File: config.mk
export PLATFORM = sky130hd
export DESIGN_NAME = addr_ptr_unit
export DESIGN_NICKNAME = d
export VERILOG_FILES = /design/src/rtl/ptr_unit_pkg.sv /design/src/rtl/ptr_ctrl.sv /design/src/rtl/ptr_dp.sv /design/src/rtl/addr_ptr_unit.sv
export SDC_FILE = /design/constraint.sdc
export NUM_CORES = 1
export LEC_CHECK = 0
export ABC_AREA = 1
export BUFFER_PORTS_ARGS = -buffer_cell sky130_fd_sc_hd__buf_2
export CORE_MARGIN = 3
export CORE_UTILIZATION = 50
export CTS_CLUSTER_DIAMETER = 40
export DETAILED_ROUTE_END_ITERATION = 6
export PLACE_DENSITY = 0.81
export SLEW_MARGIN = 20
export SYNTH_ARGS = -nofsm -noshare
export SYNTH_HDL_FRONTEND = slang
export SYNTH_SLANG_ARGS = --single-unit
File: constraint.sdc
create_clock -name clk -period 1.4 [get_ports clk]
set_clock_uncertainty 0.05 [all_clocks]
set_input_delay 0 -clock clk [delete_from_list [all_inputs] [get_ports clk]]
set_output_delay 0 -clock clk [all_outputs]
set_load 0.02 [all_outputs]
File: src/rtl/ptr_unit_pkg.sv
package ptr_unit_pkg;
  localparam int NUM_IDX    = 6;
  localparam int NUM_ADDR   = 4;
  localparam int NUM_PTR    = NUM_IDX + NUM_ADDR;
  localparam int NUM_AUTO   = NUM_PTR - 1;
  localparam int FIRST_ADDR = NUM_IDX;
  localparam int NUM_CSR    = 8;
  localparam int SEL_W      = 4;

  typedef struct packed {
    logic                 masterWr;
    logic [NUM_PTR-1:0]   ptrWr;
    logic [NUM_CSR-1:0]   csrWr;
    logic                 rdMem;
    logic                 rdReg;
    logic [SEL_W-1:0]     rdIdx;
  } ptr_ctrl_t;
endpackage

File: src/rtl/ptr_ctrl.sv
module ptr_ctrl
  import ptr_unit_pkg::*;
#(
  parameter int HAW = 6
) (
  input  logic [HAW-1:0] hostAddr,
  input  logic           hostWr,
  input  logic           hostRd,
  output ptr_ctrl_t      ctrl
);
  logic [SEL_W-1:0] lowIdx;
  logic [1:0]       region;
  logic             isPtr;
  logic             isCsr;
  logic             isMem;

  assign lowIdx = hostAddr[SEL_W-1:0];
  assign region = hostAddr[HAW-1:HAW-2];
  assign isPtr  = (region == 2'b00) && (lowIdx < SEL_W'(NUM_PTR));
  assign isCsr  = (region == 2'b01) && (lowIdx < SEL_W'(NUM_CSR));
  assign isMem  = hostAddr[HAW-1];

  always_comb begin
    ctrl = '0;
    for (int k = 0; k < NUM_PTR; k++) begin
      if (hostWr && isPtr && (lowIdx == SEL_W'(k))) ctrl.ptrWr[k] = 1'b1;
    end
    ctrl.masterWr = hostWr && isPtr && (lowIdx == '0);
    for (int k = 0; k < NUM_CSR; k++) begin
      if (hostWr && isCsr && (lowIdx == SEL_W'(k))) ctrl.csrWr[k] = 1'b1;
    end
    ctrl.rdMem = hostRd && isMem;
    ctrl.rdReg = hostRd && isPtr;
    ctrl.rdIdx = lowIdx;
  end
endmodule

File: src/rtl/ptr_dp.sv
module ptr_dp
  import ptr_unit_pkg::*;
#(
  parameter int AW        = 11,
  parameter int HDW       = 16,
  parameter int BASE_TX   = 0,
  parameter int BASE_RX   = 512,
  parameter int BASE_EXP  = 1024,
  parameter int BASE_MASK = 1536
) (
  input  logic                   clk,
  input  logic                   rstN,
  input  ptr_ctrl_t              ctrl,
  input  logic [HDW-1:0]         wrData,
  input  logic [NUM_AUTO-1:0]    incReq,
  output logic [NUM_AUTO*AW-1:0] ptrFlat,
  output logic [HDW-1:0]         rdData
);
  logic [NUM_PTR-1:0][AW-1:0] ptrQ;
  logic [AW-1:0]              wrOff;

  assign wrOff = wrData[AW-1:0];

  function automatic logic [AW-1:0] baseOf(input int j);
    case (j)
      0:       return AW'(BASE_TX);
      1:       return AW'(BASE_RX);
      2:       return AW'(BASE_EXP);
      default: return AW'(BASE_MASK);
    endcase
  endfunction

  for (genvar i = 0; i < NUM_PTR; i++) begin : g_ptr
    logic [AW-1:0] q;
    if (i == 0) begin : g_master
      always_ff @(posedge clk) begin
        if (!rstN)              q <= '0;
        else if (ctrl.ptrWr[i]) q <= wrOff;
      end
    end else if (i < FIRST_ADDR) begin : g_index
      always_ff @(posedge clk) begin
        if (!rstN)              q <= '0;
        else if (ctrl.ptrWr[i]) q <= wrOff;
        else if (incReq[i-1])   q <= q + AW'(1);
      end
    end else begin : g_address
      always_ff @(posedge clk) begin
        if (!rstN)              q <= '0;
        else if (ctrl.masterWr) q <= wrOff + baseOf(i - FIRST_ADDR);
        else if (ctrl.ptrWr[i]) q <= wrOff;
        else if (incReq[i-1])   q <= q + AW'(1);
      end
    end
    assign ptrQ[i] = q;
    if (i > 0) begin : g_out
      assign ptrFlat[(i-1)*AW +: AW] = q;
    end
  end

  always_comb begin
    rdData = '0;
    for (int k = 0; k < NUM_PTR; k++) begin
      if (ctrl.rdReg && (ctrl.rdIdx == SEL_W'(k))) rdData = HDW'(ptrQ[k]);
    end
  end
endmodule

File: src/rtl/addr_ptr_unit.sv
module addr_ptr_unit
  import ptr_unit_pkg::*;
#(
  parameter int AW        = 11,
  parameter int HDW       = 16,
  parameter int HAW       = 6,
  parameter int BASE_TX   = 0,
  parameter int BASE_RX   = 512,
  parameter int BASE_EXP  = 1024,
  parameter int BASE_MASK = 1536
) (
  input  logic                   clk,
  input  logic                   rstN,
  input  logic [HAW-1:0]         hostAddr,
  input  logic                   hostWr,
  input  logic                   hostRd,
  input  logic [HDW-1:0]         hostWrData,
  input  logic [NUM_AUTO-1:0]    incReq,
  output logic [NUM_AUTO*AW-1:0] ptrFlat,
  output logic [NUM_CSR-1:0]     csrWrEn,
  output logic                   rdSelMem,
  output logic [HDW-1:0]         rdData
);
  ptr_ctrl_t ctrl;

  ptr_ctrl #(.HAW(HAW)) u_ctrl (
    .hostAddr(hostAddr),
    .hostWr  (hostWr),
    .hostRd  (hostRd),
    .ctrl    (ctrl)
  );

  ptr_dp #(
    .AW(AW), .HDW(HDW), .BASE_TX(BASE_TX), .BASE_RX(BASE_RX),
    .BASE_EXP(BASE_EXP), .BASE_MASK(BASE_MASK)
  ) u_dp (
    .clk    (clk),
    .rstN   (rstN),
    .ctrl   (ctrl),
    .wrData (hostWrData),
    .incReq (incReq),
    .ptrFlat(ptrFlat),
    .rdData (rdData)
  );

  assign csrWrEn  = ctrl.csrWr;
  assign rdSelMem = ctrl.rdMem;
endmodule

# Word level (Yosys, flattened, before mapping)
# Cells that the tools add are included.
word_totals:
  ff_bits: 110
  latch_bits: 0
  ramBits: 0
  romBits: 0
  inputBits: 35
  output_inout_bits: 124
  n_memories: 0
op_classes:
  add_sub_neg: 12
  multipliers: 0
  div_mod_pow: 0
  order_cmp: 2
  n_eq_ne: 10
  shifts: 0
  mux: 50
  n_bitwise: 0
  reduce_logical: 45
ops:
  columns: ["operator", "count"]
  rows:
  - ["$mux W11", 32]
  - ["$add A11 B1 Y11 const B", 9]
  - ["$logic_and A1 B1 Y1", 34]
  - ["$add A11 B11 Y11 const B", 2]
  - ["$mux W1", 18]
  - ["$eq A4 B3 Y1 const B", 4]
  - ["$reduce_bool A3 Y1", 4]
  - ["$add A11 B10 Y11 const B", 1]
  - ["$reduce_bool A2 Y1", 5]
  - ["$eq A4 B2 Y1 const B", 2]
  - ["$eq A4 B4 Y1 const B", 2]
  - ["$lt A4 B4 Y1 const B", 2]
  - ["$eq A4 B1 Y1 const B", 1]
  - ["$logic_not A4 Y1", 1]
  - ["$eq A2 B1 Y1 const B", 1]
  - ["$logic_not A2 Y1", 1]

# Longest topological paths before layout
# Gate-level depths: netlist of run 1.
depth:
  depth_word: 14
  mapped_depth: 12
  mapped_depth_nobuf: 12

# By module
# A second synthesis of run 1 with hierarchy kept.
hier_totals:
  hier_cells: 1099
  hier_area_um2: 7203.2
by_module_without_submodules:
  columns: ["module", "n_inst", "cells_per_inst", "area_each_um2"]
  rows:
  - ["ptr_dp", 1, 1050, 6969.2]
  - ["ptr_ctrl", 1, 49, 234.0]

# Worst setup path after synthesis of run 1
# OpenSTA, ideal clock, no wires.
synth_timing:
  kind: "register to register"
  start: "reg u_dp.g_ptr[3].q[0]"
  end: "reg u_dp.g_ptr[3].q[10]"
  arrival_time_ns: 1.602
  setup_slack_ns: -0.326
  path_stages_with_launch: 9
  synth_period_minus_slack_ns: 1.726
  path_cell_list: "dfxtp_1 > ha_1 > nand2_1 > nor2_1 > nand3_1 > nor2_1 > nand4_1 > or2_2 > a31oi_1"
synth_between:
  elab_chain_len: 3
synth_lines:
  columns: ["element", "line", "text"]
  rows:
  - ["start, declared", "ptr_dp.sv:34", "logic [AW-1:0] q;"]
  - ["start signal, assigned", "ptr_dp.sv:43", "else if (ctrl.ptrWr[i]) q <= wrOff;"]
  - ["start signal, assigned", "ptr_dp.sv:44", "else if (incReq[i-1]) q <= q + AW'(1);"]
  - ["$add A11 B1 Y11", "ptr_dp.sv:44", null]
  - ["$mux W11", "ptr_dp.sv:44", null]
  - ["$mux W11", "ptr_dp.sv:43", null]
# Every way passes these cells. The select of a mux whose other input is x is not followed.
# A chain may end at the register's enable or synchronous reset.

# Final worst setup path of run 1
layout_timing:
  start: "reg u_dp.g_ptr[1].q[0]"
  end: "out rdData[0]"
layout_between:
  elab_chain_len: 9
layout_lines:
  columns: ["element", "line", "text"]
  rows:
  - ["start, declared", "ptr_dp.sv:34", null]
  - ["start signal, assigned", "ptr_dp.sv:43", null]
  - ["start signal, assigned", "ptr_dp.sv:44", null]
  - ["$mux W11 (9 in a row)", "ptr_dp.sv:63", "if (ctrl.rdReg && (ctrl.rdIdx == SEL_W'(k))) rdData = HDW'(ptrQ[k]);"]
  - ["end, declared", "addr_ptr_unit.sv:22", "output logic [HDW-1:0] rdData"]
# Every way passes these cells.

==> results.md, run 1 <==
- Status: complete, but fails checks
- Violated checks: setup timing
- Synth Instances: 1087
- Initial DRC count: between 1500 and 2000
- Post-DRT Antenna Nets: 0
- Slew of the pin with the lowest slew margin: approximately 0.56 ns
- Biggest regs: u_dp.g_ptr.q: 110 flops
- Hold Crit Class: in2reg
- Min setup slack post-route: -0.473 ns
- Main area contributors after synthesis: dfxtp_1, nand2_1, nor2_1
- Worst-Skew Late Latency: between 0.3 and 0.4 ns
- Commonest non-fill, non-tap cell in the layout: nand2_1
- Num CTS Buffers: 9
- Max clock buf depth: 2
- R2R depth: 10
- Die width: 124 um
- Vias in the first global route: roughly 8700
- Max reg flops: 110
- Row Count: 42
- Area Growth Syn to Fin: 57.9%
- Drt pass-1 iters: 7
- Count of buffers from port buffering: approximately 150
- DRC: 0
- Hold Slack: 0.0169 ns
- Clock Pin Slew Worst Setup and Hold Paths: approximately 0.080 ns
- RD Place Congestion: 1.00
- EDFF count, synth: 0
- RR Endpoint: u_dp.g_ptr[5].q[8]
- Yosys Warn Count: 0
- Global-route wire length before repair: ~46000 um
- Final Core Density: 82.0%
- Count of cell types in the netlist: 38
- CP startpoint kind: flop
- Hold Fails Final Rpt: 0
- I/O pin count: 159
- Hold depth: 4
- Via Count: ~10000
- Initial Utilization: about half
- Clock period minus worst slack: approximately 1.9 ns
- Core Area: ~14000 um^2
- Fmax: roughly 530 MHz
- Share of synthesized registers carrying an async set or reset: 0%
- Synth area leader: dfxtp_1
- Most frequent cells in the layout: nand2_1, buf_4, buf_2, inv_1, nor2_1
- Critical Path RT: ~1.4 ns
- Top_reg_cell synth: dfxtp_1
- Initial antenna violation count: 0
- Worst r2r src: u_dp.g_ptr[5].q[1]
- Avg Cell Area, Syn: roughly 6.5 um^2
- Post-synthesis sequential area ratio: around a third
- Cell leakage power: ~5.2 nW
- Layout cells sized above 1: a little over two fifths
- Die H: 124 um
- Nets: about 1500
- Most flops, register: u_dp.g_ptr.q
- CP Class: reg2out
- Synth Register Bits: 110
- Area share of the largest cell type after synthesis: about a third
- Root buf cell: clkbuf_16
- Crit-path max FO: 5
- MaxCap Viol Count: 0
- Crit share post-route: 134%
- Total track usage: 36.2%
- Per-cell routed wire length: 20.2 um
- DPL Wire Length: roughly 21000 um
- Clock sinks: 110
- HP Start: incReq[5]
- CTS tree: built
- Die ar.: 15500 um^2
- Total wire length: 32600 um
- Final setup fails: 52
- H-tree depth: 3
- Cell area after synthesis: around 7000 um^2
- Largest net degree at the start of global routing: between 80 and 90
- Hold Path Sink: u_dp.g_ptr[6].q[5]
- Via density: just over 6
- Final Max Tran Viols: 0
- Slew margin rel.: a little over three fifths
- Remaining global-route overflow: 0
- Post-Place Worst Slack: -0.300 ns
- Crit end category: primary output
- CP arrival: 1.82 ns
- R2R setup slack: -0.23 ns
- VDD IR max: around 0.0011 V
- RSZ-0062 raised after global routing: true
- Pwr Density: 666 nW/um^2
## synthesized netlist by cell type (3+ instances only)
master	number
a31oi_1	9
o221ai_1	14
buf_4	13
nor3_1	16
buf_2	4
xor2_1	50
o31ai_1	3
nand3_1	54
o22ai_1	5
dfxtp_1	110
o211a_1	3
nand2_1	249
nor2_1	137
inv_1	123
a21oi_1	75
nand2_2	6
o211ai_1	9
clkbuf_1	30
ha_1	9
nor2_2	3
o21ai_0	74
xnor2_1	17
a211oi_1	6
nand4_1	49
## where the power goes
group / internal (W) / switching, W
registers: 0.00319 / 0.0000953
logic: 0.000518 / 0.000804
clock network: 0.00144 / 0.00133
## kinds of logic (layout without fill, tap and decap cells)
logic type,after synthesis,in the layout,synth area share [%]
simple gates,524,524,32.0
xor+xnor,67,67,8.37
compound gates,203,203,16.6
flops,110,110,31.4
buf+inv,173,524,10.0
fa+ha+maj,9,9,1.61
other cells,1,6,0.0535
## through the flow
stage	cells	power, W	setup TNS (ns)	area [um^2]
final	1619	0.00737	-7.00	11100
after global routing	1618	0.00754	-10.79	11100
after CTS	1598	0.00715	-3.76	10400
after detailed placement	1553	0.00442	-16.45	9450
after global placement	1553	0.00440	-13.75	9450
after floorplan	1091	0.00387	-0.573	7290
## worst max-delay path: stages, from the launching register on
cell	delay (ns)
dfxtp_4	0.36
buf_12	0.13
nand4_1	0.09
nand2_1	0.07
nor2_2	0.14
nand4_1	0.20
nor2_1	0.16
nand4_1	0.15
buf_6	0.17
## per-layer routing
layer  wire [um]  GRT usage (%)  vias to the layer above
met5           0              0                        -
met4        2340           20.5                        0
met3        3750           6.43                      215
met1       11700           46.0                     4551
li1            -              -                     4285
met2       14800           57.7                      796
## worst max-delay path by stage
stage / startpoint / to / slack [ns]
after CTS: u_dp.g_ptr[1].q[1] / rdData[1] / -0.39
after global routing: u_dp.g_ptr[1].q[0] / rdData[0] / -0.48
after floorplan: u_dp.g_ptr[3].q[0] / u_dp.g_ptr[3].q[8] / -0.12
after detailed placement: hostAddr[5] / u_dp.g_ptr[7].q[8] / -0.30
final: u_dp.g_ptr[1].q[0] / rdData[0] / -0.47
after global placement: hostAddr[5] / u_dp.g_ptr[7].q[1] / -0.26
## cell type report
type / count / area (um^2)
diodes: 1 / 2.50
flip-flops and latches: 110 / 2330
well taps: 176 / 220
multi-input cells: 808 / 5000
fillers: 812 / 2430
clock inverters: 5 / 35.0
inverters: 125 / 477
clock buffers: 11 / 275
repair buffers: 383 / 2730
## what timing repair did
| action | 4_1_cts | 5_1_grt |
|---|---|---|
| pin swaps | 70 | 87 |
| gates resized for setup | 102 | 147 |
| hold endpoints to repair | 12 | 0 |
| setup endpoints to repair | 44 | 71 |
| hold buffers | 9 | 0 |
| buffers inserted | 21 | 22 |
| cloned | 0 | 1 |
Note: power is estimated with default switching activity, not from simulation.
==> run 2, diff against run 1 <==
Settings changed: PLACE_DENSITY 0.81 to 0.78.
==> run 2 against run 1 <==
The run ends with DRC, setup timing left. Sequential power about the same. Global-route usage down 0.87 points. Count of clock-buffer cells in the layout unchanged. Maximum frequency up 5.7%. Sequential cell count unchanged. Combinational power down 4%. Register-to-register slack worse by 0.04 ns. Setup slack better by 0.10 ns. Sequential share of layout area up 0.55 points. Wire length down 7.8%. Largest power group unchanged.
==> results.md, run 2 (same netlist as run 1, synthesis figures left out) <==
- Crit end category: primary output (unchanged)
- Global-route wire length before repair: 44200 um (was 45500 um)
- Commonest non-fill, non-tap cell in the layout: nand2_1 (unchanged)
- Core Area: 13500 um^2 (unchanged)
- Critical Path RT: 1.35 ns (about the same)
- Die width: 124 um (unchanged)
- Largest net degree at the start of global routing: 47 (was 88)
- Final Core Density: 79.7% (was 82.0%)
- H-tree depth: 3 (unchanged)
- Via Count: 9436 (was 9847)
- Die H: 124 um (unchanged)
- Area Growth Syn to Fin: 53.5% (was 57.9%)
- CTS tree: built (unchanged)
- Worst r2r src: u_dp.g_ptr[3].q[0] (was u_dp.g_ptr[5].q[1])
- Hold Slack: 0.00856 ns (was 0.0169 ns)
- Min setup slack post-route: -0.373 ns (was -0.473 ns)
- Power Total: 0.00700 W (was 0.00737 W)
- Num CTS Buffers: 9 (unchanged)
- Clock Pin Slew Worst Setup and Hold Paths: 0.08 ns (about the same)
- Setup_tns: -5.45 ns (was -7.00 ns)
- Pwr Density: 650 nW/um^2 (was 666 nW/um^2)
- Most frequent cells in the layout: nand2_1, buf_4, buf_2, inv_1, nor2_1 (unchanged)
- R2R depth: 11 (was 10)
- Row Count: 42 (unchanged)
- Total wire length: 30100 um (was 32600 um)
- Remaining global-route overflow: 0 (unchanged)
- DP Cell Count: 1545 (was 1553)
- Worst-Skew Late Latency: 0.36 ns (was 0.37 ns)
- Cell leakage power: 5.05 nW (was 5.22 nW)
- DRC: 3 (was 0)
- Nets: 1469 (was 1481)
- HP Start: incReq[5] (unchanged)
- Vias in the first global route: 8552 (was 8701)
- Slew of the pin with the lowest slew margin: 0.505 ns (was 0.556 ns)
- Fmax: 564 MHz (was 534 MHz)
- DPL Wire Length: 20700 um (about the same)
- Hold Crit Class: in2reg (unchanged)
- Root buf cell: clkbuf_16 (unchanged)
- RSZ-0062 raised after global routing: true (unchanged)
- Clock period minus worst slack: 1.77 ns (was 1.87 ns)
- Via density: 5.88 (was 6.08)
- Initial DRC count: 1274 (was 1536)
- Total track usage: 35.3% (was 36.2%)
- Count of buffers from port buffering: 148 (unchanged)
- Final setup fails: 48 (was 52)
- I/O pin count: 159 (unchanged)
- Crit-path max FO: 4 (was 5)
- Violated checks: DRC, setup timing (was setup timing)
- Max clock buf depth: 2 (unchanged)
- VDD IR max: 0.000795 V (was 0.00108 V)
- Most flops, register: u_dp.g_ptr.q (unchanged)
- Max reg flops: 110 (unchanged)
- Multi-input gate area: 4900 um^2 (was 5000 um^2)
- R2R setup slack: -0.27 ns (was -0.23 ns)
- CP Class: reg2out (unchanged)
- Hold Fails Final Rpt: 0 (unchanged)
- MaxCap Viol Count: 0 (unchanged)
- Slew margin rel.: 66.3% (was 62.9%)
- Post-DRT Antenna Nets: 0 (unchanged)
- Clock sinks: 110 (unchanged)
- Crit share post-route: 127% (was 134%)
- Worst Setup SP: u_dp.g_ptr[2].q[0] (was u_dp.g_ptr[1].q[0])
- Initial antenna violation count: 0 (unchanged)
- Hold depth: 4 (unchanged)
- RD Place Congestion: 1.01 (was 1.00)
- Drt pass-1 iters: 7 (unchanged)
- Die ar.: 15500 um^2 (unchanged)
- Biggest regs: u_dp.g_ptr.q: 110 flops (unchanged)
- Post-route insts no fill: 1606 (was 1619)
- Layout cells sized above 1: 41.0% (was 42.4%)
- Per-cell routed wire length: 18.7 um (was 20.2 um)
- Initial Utilization: 51.9% (unchanged)
- CP startpoint kind: flop (unchanged)
- Status: complete, but fails checks (unchanged)
- Filler cells: 916 (was 812)
- Register area: 2330 um^2 (about the same)
- Final Max Tran Viols: 0 (unchanged)
- CP arrival: 1.72 ns (was 1.82 ns)
- Diode count: 0 (was 1)
run 2: per-layer routing:
layer,global-route usage [%],vias to the layer above,wire [um]
li1,-,4266,-
met1,44.4,4355,11100
met2,57.2,661,14000
met3,8.23,154,3440
met4,16.4,0,1590
met5,0,-,0
run 2: final cells by class:
cell class | instances | area share, %
multi-input combinational | 808 | 45.5
timing repair buffer | 371 | 24.0
tap | 176 | 2.04
clock inverter | 5 | 0.325
inverter | 125 | 4.40
sequential | 110 | 21.6
clock buffer | 11 | 2.16
run 2: worst paths after layout:
kind	endpoint
setup / recovery	rdData[0]
hold / removal	u_dp.g_ptr[6].q[2]
setup reg to reg	u_dp.g_ptr[3].q[8]
hold reg to reg	u_dp.g_ptr[0].q[10]
run 2: what timing repair did:
| item | 4_1_cts | 5_1_grt |
|---|---|---|
| pin swaps | 62 | 87 |
| hold buffers | 8 | 0 |
| endpoints found under the hold margin | 14 | 0 |
| resized for setup | 87 | 124 |
| cloned | 0 | 0 |
| endpoints found under the setup margin | 39 | 76 |
| setup buffers | 18 | 21 |
run 2: power by group:
group	switching, W	internal (W)	leakage, nW
registers	0.0000931	0.00319	0.921
logic	0.000772	0.000499	4.00
clock network	0.00124	0.00122	0.130
total	0.00210	0.00490	5.05
run 2: worst max-delay path, stage by stage (launching register included):
cell and delay [ns]:
dfxtp_4 0.37, inv_1 0.10, buf_4 0.13, nor2_1 0.05, nor2_2 0.14, nand4_1 0.17, nor2_1 0.15, nand4_1 0.09
buf_2 0.17
run 2: stage by stage:
step,setup slack (ns),area (um^2)
5_1_grt,-0.472,10800
3_5_place_dp,-0.308,9380
2_1_floorplan,-0.115,7290
6_report,-0.373,10800
3_3_place_gp,-0.272,9380
4_1_cts,-0.343,10100
